===== src/rtl/sdac_pkg.sv =====
package sdac_pkg;
  localparam int FRAME_BITS  = 24;
  localparam int PREFIX_BITS = 8;
  localparam int LONG_BITS   = FRAME_BITS + PREFIX_BITS;
  localparam int WORD_BITS   = 16;

  typedef enum logic [3:0] {
    OP_LOAD_IN   = 4'h0,
    OP_COMMIT    = 4'h1,
    OP_LOAD_BOTH = 4'h3,
    OP_SLEEP     = 4'h4,
    OP_REF_INT   = 4'h6,
    OP_REF_SUP   = 4'h7
  } op_e;

  typedef struct packed {
    logic [3:0]           op;
    logic [3:0]           pad;
    logic [WORD_BITS-1:0] word;
  } frame_t;
endpackage


===== src/rtl/sdac_sync.sv =====
module sdac_sync #(
  parameter int         W       = 3,
  parameter int         STAGES  = 2,
  parameter logic [W-1:0] RST_VAL = '0
) (
  input  logic         clk,
  input  logic         rst_n,
  input  logic [W-1:0] d,
  output logic [W-1:0] q
);
  logic [W-1:0] stg [STAGES];

  for (genvar i = 0; i < STAGES; i++) begin : g_stage
    always_ff @(posedge clk or negedge rst_n) begin
      if (!rst_n) stg[i] <= RST_VAL;
      else if (i == 0) stg[i] <= d;
      else stg[i] <= stg[(i == 0) ? 0 : i-1];
    end
  end

  assign q = stg[STAGES-1];
endmodule


===== src/rtl/sdac_shifter.sv =====
module sdac_shifter
  import sdac_pkg::*;
(
  input  logic   clk,
  input  logic   rst_n,
  input  logic   csn_s,
  input  logic   sck_s,
  input  logic   sdi_s,
  output frame_t frame,
  output logic   exec_go
);
  localparam int CNT_W = $clog2(LONG_BITS + 1);
  localparam logic [CNT_W-1:0] CNT_MAX   = '1;
  localparam logic [CNT_W-1:0] CNT_SHORT = CNT_W'(FRAME_BITS);
  localparam logic [CNT_W-1:0] CNT_LONG  = CNT_W'(LONG_BITS);

  logic                  csn_d, sck_d;
  logic [CNT_W-1:0]      bit_cnt;
  logic [FRAME_BITS-1:0] shreg;
  logic                  sck_rise, csn_rise, csn_fall;

  assign sck_rise = sck_s & ~sck_d;
  assign csn_rise = csn_s & ~csn_d;
  assign csn_fall = ~csn_s & csn_d;

  always_ff @(posedge clk or negedge rst_n) begin
    if (!rst_n) begin
      csn_d   <= 1'b1;
      sck_d   <= 1'b0;
      bit_cnt <= '0;
      shreg   <= '0;
      exec_go <= 1'b0;
    end else begin
      csn_d   <= csn_s;
      sck_d   <= sck_s;
      exec_go <= csn_rise && (bit_cnt == CNT_SHORT || bit_cnt == CNT_LONG);
      if (csn_fall) begin
        bit_cnt <= '0;
      end else if (!csn_s && sck_rise) begin
        shreg <= {shreg[FRAME_BITS-2:0], sdi_s};
        if (bit_cnt != CNT_MAX) bit_cnt <= bit_cnt + 1'b1;
      end
    end
  end

  assign frame = frame_t'(shreg);
endmodule


===== src/rtl/sdac_regs.sv =====
module sdac_regs
  import sdac_pkg::*;
#(
  parameter int RES       = 12,
  parameter bit MID_RESET = 1'b0
) (
  input  logic           clk,
  input  logic           rst_n,
  input  logic           exec_go,
  input  frame_t         frame,
  output logic [RES-1:0] in_code,
  output logic [RES-1:0] dac_code,
  output logic           pwr_down,
  output logic           ref_supply
);
  localparam logic [RES-1:0] RESET_CODE =
    MID_RESET ? (RES'(1) << (RES-1)) : '0;

  logic [RES-1:0] new_code;
  logic           unused_bits;

  assign new_code    = frame.word[WORD_BITS-1 -: RES];
  assign unused_bits = ^{frame.pad, frame.word[WORD_BITS-RES-1:0]};

  always_ff @(posedge clk or negedge rst_n) begin
    if (!rst_n) begin
      in_code    <= RESET_CODE;
      dac_code   <= RESET_CODE;
      pwr_down   <= 1'b0;
      ref_supply <= 1'b0;
    end else if (exec_go) begin
      case (frame.op)
        OP_LOAD_IN: in_code <= new_code;
        OP_COMMIT: begin
          dac_code <= in_code;
          pwr_down <= 1'b0;
        end
        OP_LOAD_BOTH: begin
          in_code  <= new_code;
          dac_code <= new_code;
          pwr_down <= 1'b0;
        end
        OP_SLEEP:   pwr_down   <= 1'b1;
        OP_REF_INT: ref_supply <= 1'b0;
        OP_REF_SUP: ref_supply <= 1'b1;
        default: ;
      endcase
    end
  end
endmodule


===== src/rtl/serial_dac_frontend.sv =====
module serial_dac_frontend
  import sdac_pkg::*;
#(
  parameter int RES         = 12,
  parameter bit MID_RESET   = 1'b0,
  parameter int SYNC_STAGES = 2
) (
  input  logic           clk,
  input  logic           rst_n,
  input  logic           spi_csn,
  input  logic           spi_sck,
  input  logic           spi_sdi,
  output logic [RES-1:0] dac_code,
  output logic           pwr_down,
  output logic           ref_supply
);
  logic [2:0]     pins_s;
  frame_t         frame;
  logic           exec_go;
  logic [RES-1:0] in_code;

  sdac_sync #(.W(3), .STAGES(SYNC_STAGES), .RST_VAL(3'b100)) u_sync (
    .clk(clk), .rst_n(rst_n),
    .d({spi_csn, spi_sck, spi_sdi}), .q(pins_s)
  );

  sdac_shifter u_shift (
    .clk(clk), .rst_n(rst_n),
    .csn_s(pins_s[2]), .sck_s(pins_s[1]), .sdi_s(pins_s[0]),
    .frame(frame), .exec_go(exec_go)
  );

  sdac_regs #(.RES(RES), .MID_RESET(MID_RESET)) u_regs (
    .clk(clk), .rst_n(rst_n),
    .exec_go(exec_go), .frame(frame),
    .in_code(in_code), .dac_code(dac_code),
    .pwr_down(pwr_down), .ref_supply(ref_supply)
  );
endmodule


===== config.mk =====
export PLATFORM = sky130hd
export DESIGN_NAME = serial_dac_frontend
export DESIGN_NICKNAME = d
export VERILOG_FILES = /design/src/rtl/sdac_pkg.sv /design/src/rtl/sdac_sync.sv /design/src/rtl/sdac_shifter.sv /design/src/rtl/sdac_regs.sv /design/src/rtl/serial_dac_frontend.sv
export SDC_FILE = /design/constraint.sdc
export NUM_CORES = 1
export LEC_CHECK = 0
export ABC_AREA = 1
export BUFFER_PORTS_ARGS = -buffer_cell sky130_fd_sc_hd__buf_4
export CAP_MARGIN = 20
export CORE_ASPECT_RATIO = 1.1
export CORE_MARGIN = 1
export CORE_UTILIZATION = 45
export CTS_BUF_LIST = sky130_fd_sc_hd__clkbuf_16
export CTS_CLUSTER_SIZE = 40
export DETAILED_ROUTE_END_ITERATION = 8
export SYNTH_ARGS = -nofsm -noshare
export SYNTH_HDL_FRONTEND = slang
export SYNTH_SLANG_ARGS = --single-unit

===== constraint.sdc =====
create_clock -name clk -period 2.3 [get_ports clk]
set_clock_uncertainty 0.15 [all_clocks]
set_input_delay 0.345 -clock clk [delete_from_list [all_inputs] [get_ports clk]]
set_output_delay 0.345 -clock clk [all_outputs]
set_load 0.03 [all_outputs]

==> reports/metrics.csv <==
stage,metric,value,unit
route,drt_iter0_drc,121,
power,pwr_density_cell,905,nW/um^2
placement,place_hpwl,3.33,mm
synthesis,synthMuxAreaShare,0,%
synthesis,syn-num-nets,309,
synthesis,synth-seq-cells,65,
timing,setup_tns,0,ns
power,vdd_drop_max,0.513,mV
global_route,antenna_found_initial,0,
power,p_int,2240,uW
power,total_power,2960,uW
synthesis,synthAdderAreaFrac,0.911,%
synthesis,synth_ff_type,dfrtp_1,
finish,final_common_cell,nand2_1,
synthesis,synth_top_family_by_area,simple AND/OR/NAND/NOR gates,
synthesis,yosysSeqAreaShare,59.3,%
synthesis,async_flop_share,100,%
route,wire_per_inst,13.1,um
finish,antennaDiodeCount,0,
timing,slew-limit-headroom,45.8,%
hold_path,worstHoldPathType,reg -> reg,
finish,syn_to_final_growth,19.0,%
clocking,cts_tree,done,
timing,period_minus_slack,1.83,ns
setup_path,crit_fanout,28,
run,maxCapViolCount,0,
setup_path,required,2.34,ns
synthesis,synthesis.area,2750,um^2
power,switching_share,24.2,%
clocking,cts_buffer_depth,2,
synthesis,synth_cells,302,
synthesis,yosys.area_share.simple,27.8,%
timing,post-route-period-util,79.5,%
placement,portBuffers,18,
timing,setup_viol,0,
global_route,gr-usage-all-layers,18.5,%
clocking,htreeDepth,3,
synthesis,yosys-top-cells-area,"dfrtp_1 56%, nand2_1 13%, nand3_1 6.7%",
setup_path,worstSetupEndpointType,register,
power,combPwrFrac,8.0,%
timing,holdWs,0.200,ns
route,drc,0,
setup_path,r2r_cells,6,
timing,drv_slew,0,
floorplan,die_area,6420,um^2
global_route,grt_max_degree,66,
setup_path,regToRegSetupSlack,0.47,ns
floorplan,rows,29,
floorplan,die_w,76.5,um
status,status,"complete, no violations",
setup_path,start_kind,register,
route,vias,2008,
timing,tightest_slew,0.812,ns
clocking,root_buffer,clkbuf_16,
setup_path,cp-endpoint,u_shift.frame[20],
global_route,globalRouteOverflowTotal,0,
route,vias_per_cell,4.95,
global_route,grt_pass1_vias,1966,
power,p_clk_share,47.9,%
route,wirelength,5.31,mm
setup_path,startpoint,u_sync.q[2],
power,seq_power_share,44.1,%
setup_path,reg2reg_to,u_shift.frame[20],
floorplan,start_util,47.0,%
clocking,clk_pin_slew,0.05,ns
clocking,clock-sinks,65,
timing,rsz0062_at_grt,no,
power,p_switching,717,uW
synthesis,avgSynthCellArea,9.10,um^2
finish,final_cell_mix,"94 x nand2_1, 62 x dfrtp_1, 37 x nand3_1, 25 x nor2_1",
synthesis,synth_xor_area_share,0.319,%
floorplan,ios,19,
synthesis,synth_edf_count,0,
floorplan,core_area,5840,um^2
finish,drive_above_1_share,16.1,%
global_route,grt_first_pass_wirelength,9.18,mm
finish,final_nets,331,
clocking,numCtsBuffers,9,
setup_path,critical_path_class,reg -> reg,
setup_path,r2r_start,u_sync.q[2],
route,dr.pass1.iters,4,
synthesis,synth_top_area_cell,dfrtp_1,
synthesis,synth_compound_gate_area_share,7.10,%
timing,hold_viol_final,0,
synthesis,synth_cell_types,27,
timing,maxClockFrequency,0.547,GHz
clocking,clkLatencyLatePin,0.32,ns
placement,gp_congestion,0.801,
route,drtAntennaViolNets,0,
synthesis,synth_top_area_share,56.5,%
floorplan,fp.dieH,84.0,um
power,leakagePower,0.00165,uW
synthesis,yosysWarnings,0,
setup_path,critPathArrivalTime,1.87,ns
cell usage after synthesis (3+ instances only):
master and n:
nand3_1 37, dfrtp_1 62, dfstp_2 3, o21ai_0 20, nand4_1 3, clkbuf_1 3, nand2_2 3, buf_2 7
a21oi_1 4, nand2_1 94, o21ai_1 10, nor2_1 25, inv_2 4, inv_1 9
power by group through the flow:
stage               logic [uW]  registers (uW)  clock network, uW
floorplan                  173            1300                  0
global placement           231            1320                  0
detailed placement         236            1320                  0
CTS                        242            1300               1440
global route               270            1320               1500
finish                     238            1300               1420
layout make-up:
type                            instances  area (um^2)
Fill cell                             508         2570
Sequential cell                        65         1630
Multi-Input combinational cell        211          992
Clock buffer                            9          225
Timing Repair Buffer                   24          190
Tap cell                               77         96.3
Clock inverter                          7         86.3
Inverter                               13         48.8
how the worst min path moves through the flow:
stage | slack, ns | to | startpoint | depth (start not counted)
final | 0.20 | u_sync.q[0] | u_sync.stg[3] | 0
after CTS | 0.20 | u_sync.q[0] | u_sync.stg[3] | 0
after global placement | 0.18 | u_sync.q[0] | u_sync.stg[3] | 0
after detailed placement | 0.19 | u_sync.q[0] | u_sync.stg[3] | 0
after floorplan | -0.10 | u_regs.dac_code[0] | rst_n | 0
after global routing | 0.20 | u_sync.q[0] | u_sync.stg[3] | 0
metal layers:
| layer | up-vias | global-route usage, % | share of wire (%) |
|---|---|---|---|
| met4 | 0 | 8.22 | 1.7 |
| met5 | - | 0 | 0 |
| li1 | 1027 | - | - |
| met3 | 8 | 5.68 | 3.5 |
| met1 | 942 | 22.2 | 48 |
| met2 | 31 | 30.5 | 47 |
per-stage QoR:
step | utilization, % | worst slack, ns | std cells | instance area, um^2
after floorplan | - | 0.925 | 302 | 2750
after global placement | 49.9 | 0.519 | 386 | 2920
after detailed placement | 49.9 | 0.466 | 386 | 2920
after CTS | 56.0 | 0.450 | 406 | 3270
after global routing | 56.0 | 0.271 | 406 | 3270
final | 56.0 | 0.471 | 406 | 3270
flip-flops by register name, indices dropped and copies added, names as in the netlist:
register and cells:
u_sync.stg 3, u_shift.exec_go 1, u_regs.dac_code 12, u_regs.in_code 12, u_shift.bit_cnt 6, u_regs.pwr_down 1
u_shift.sck_d 1, u_sync.q 3, u_shift.frame 24, u_regs.ref_supply 1, u_shift.csn_d 1
worst max-delay path, cell delays in order, from the launching register on:
cell,delay (ns)
dfstp_2,0.38
nor2_1,0.10
nand2_1,0.12
inv_2,0.32
nand2_2,0.38
nor2_1,0.18
a21oi_1,0.06
cell families (layout without fill, tap and decap cells):
logic type	count (synthesis)	count (layout)
xor gates and xnor gates	1	1
and+or+nand+nor	171	171
AOI/OAI and AO/OA	37	37
DFF	65	65
buffers and inverters	26	53
adders and majority gates	2	2
repair_timing:
action,4_1_cts,5_1_grt
gates resized for setup,0,0
endpoints found under the hold margin,11,0
buffers inserted,0,0
hold buffers,4,0
(Power assumes the default switching activity.)
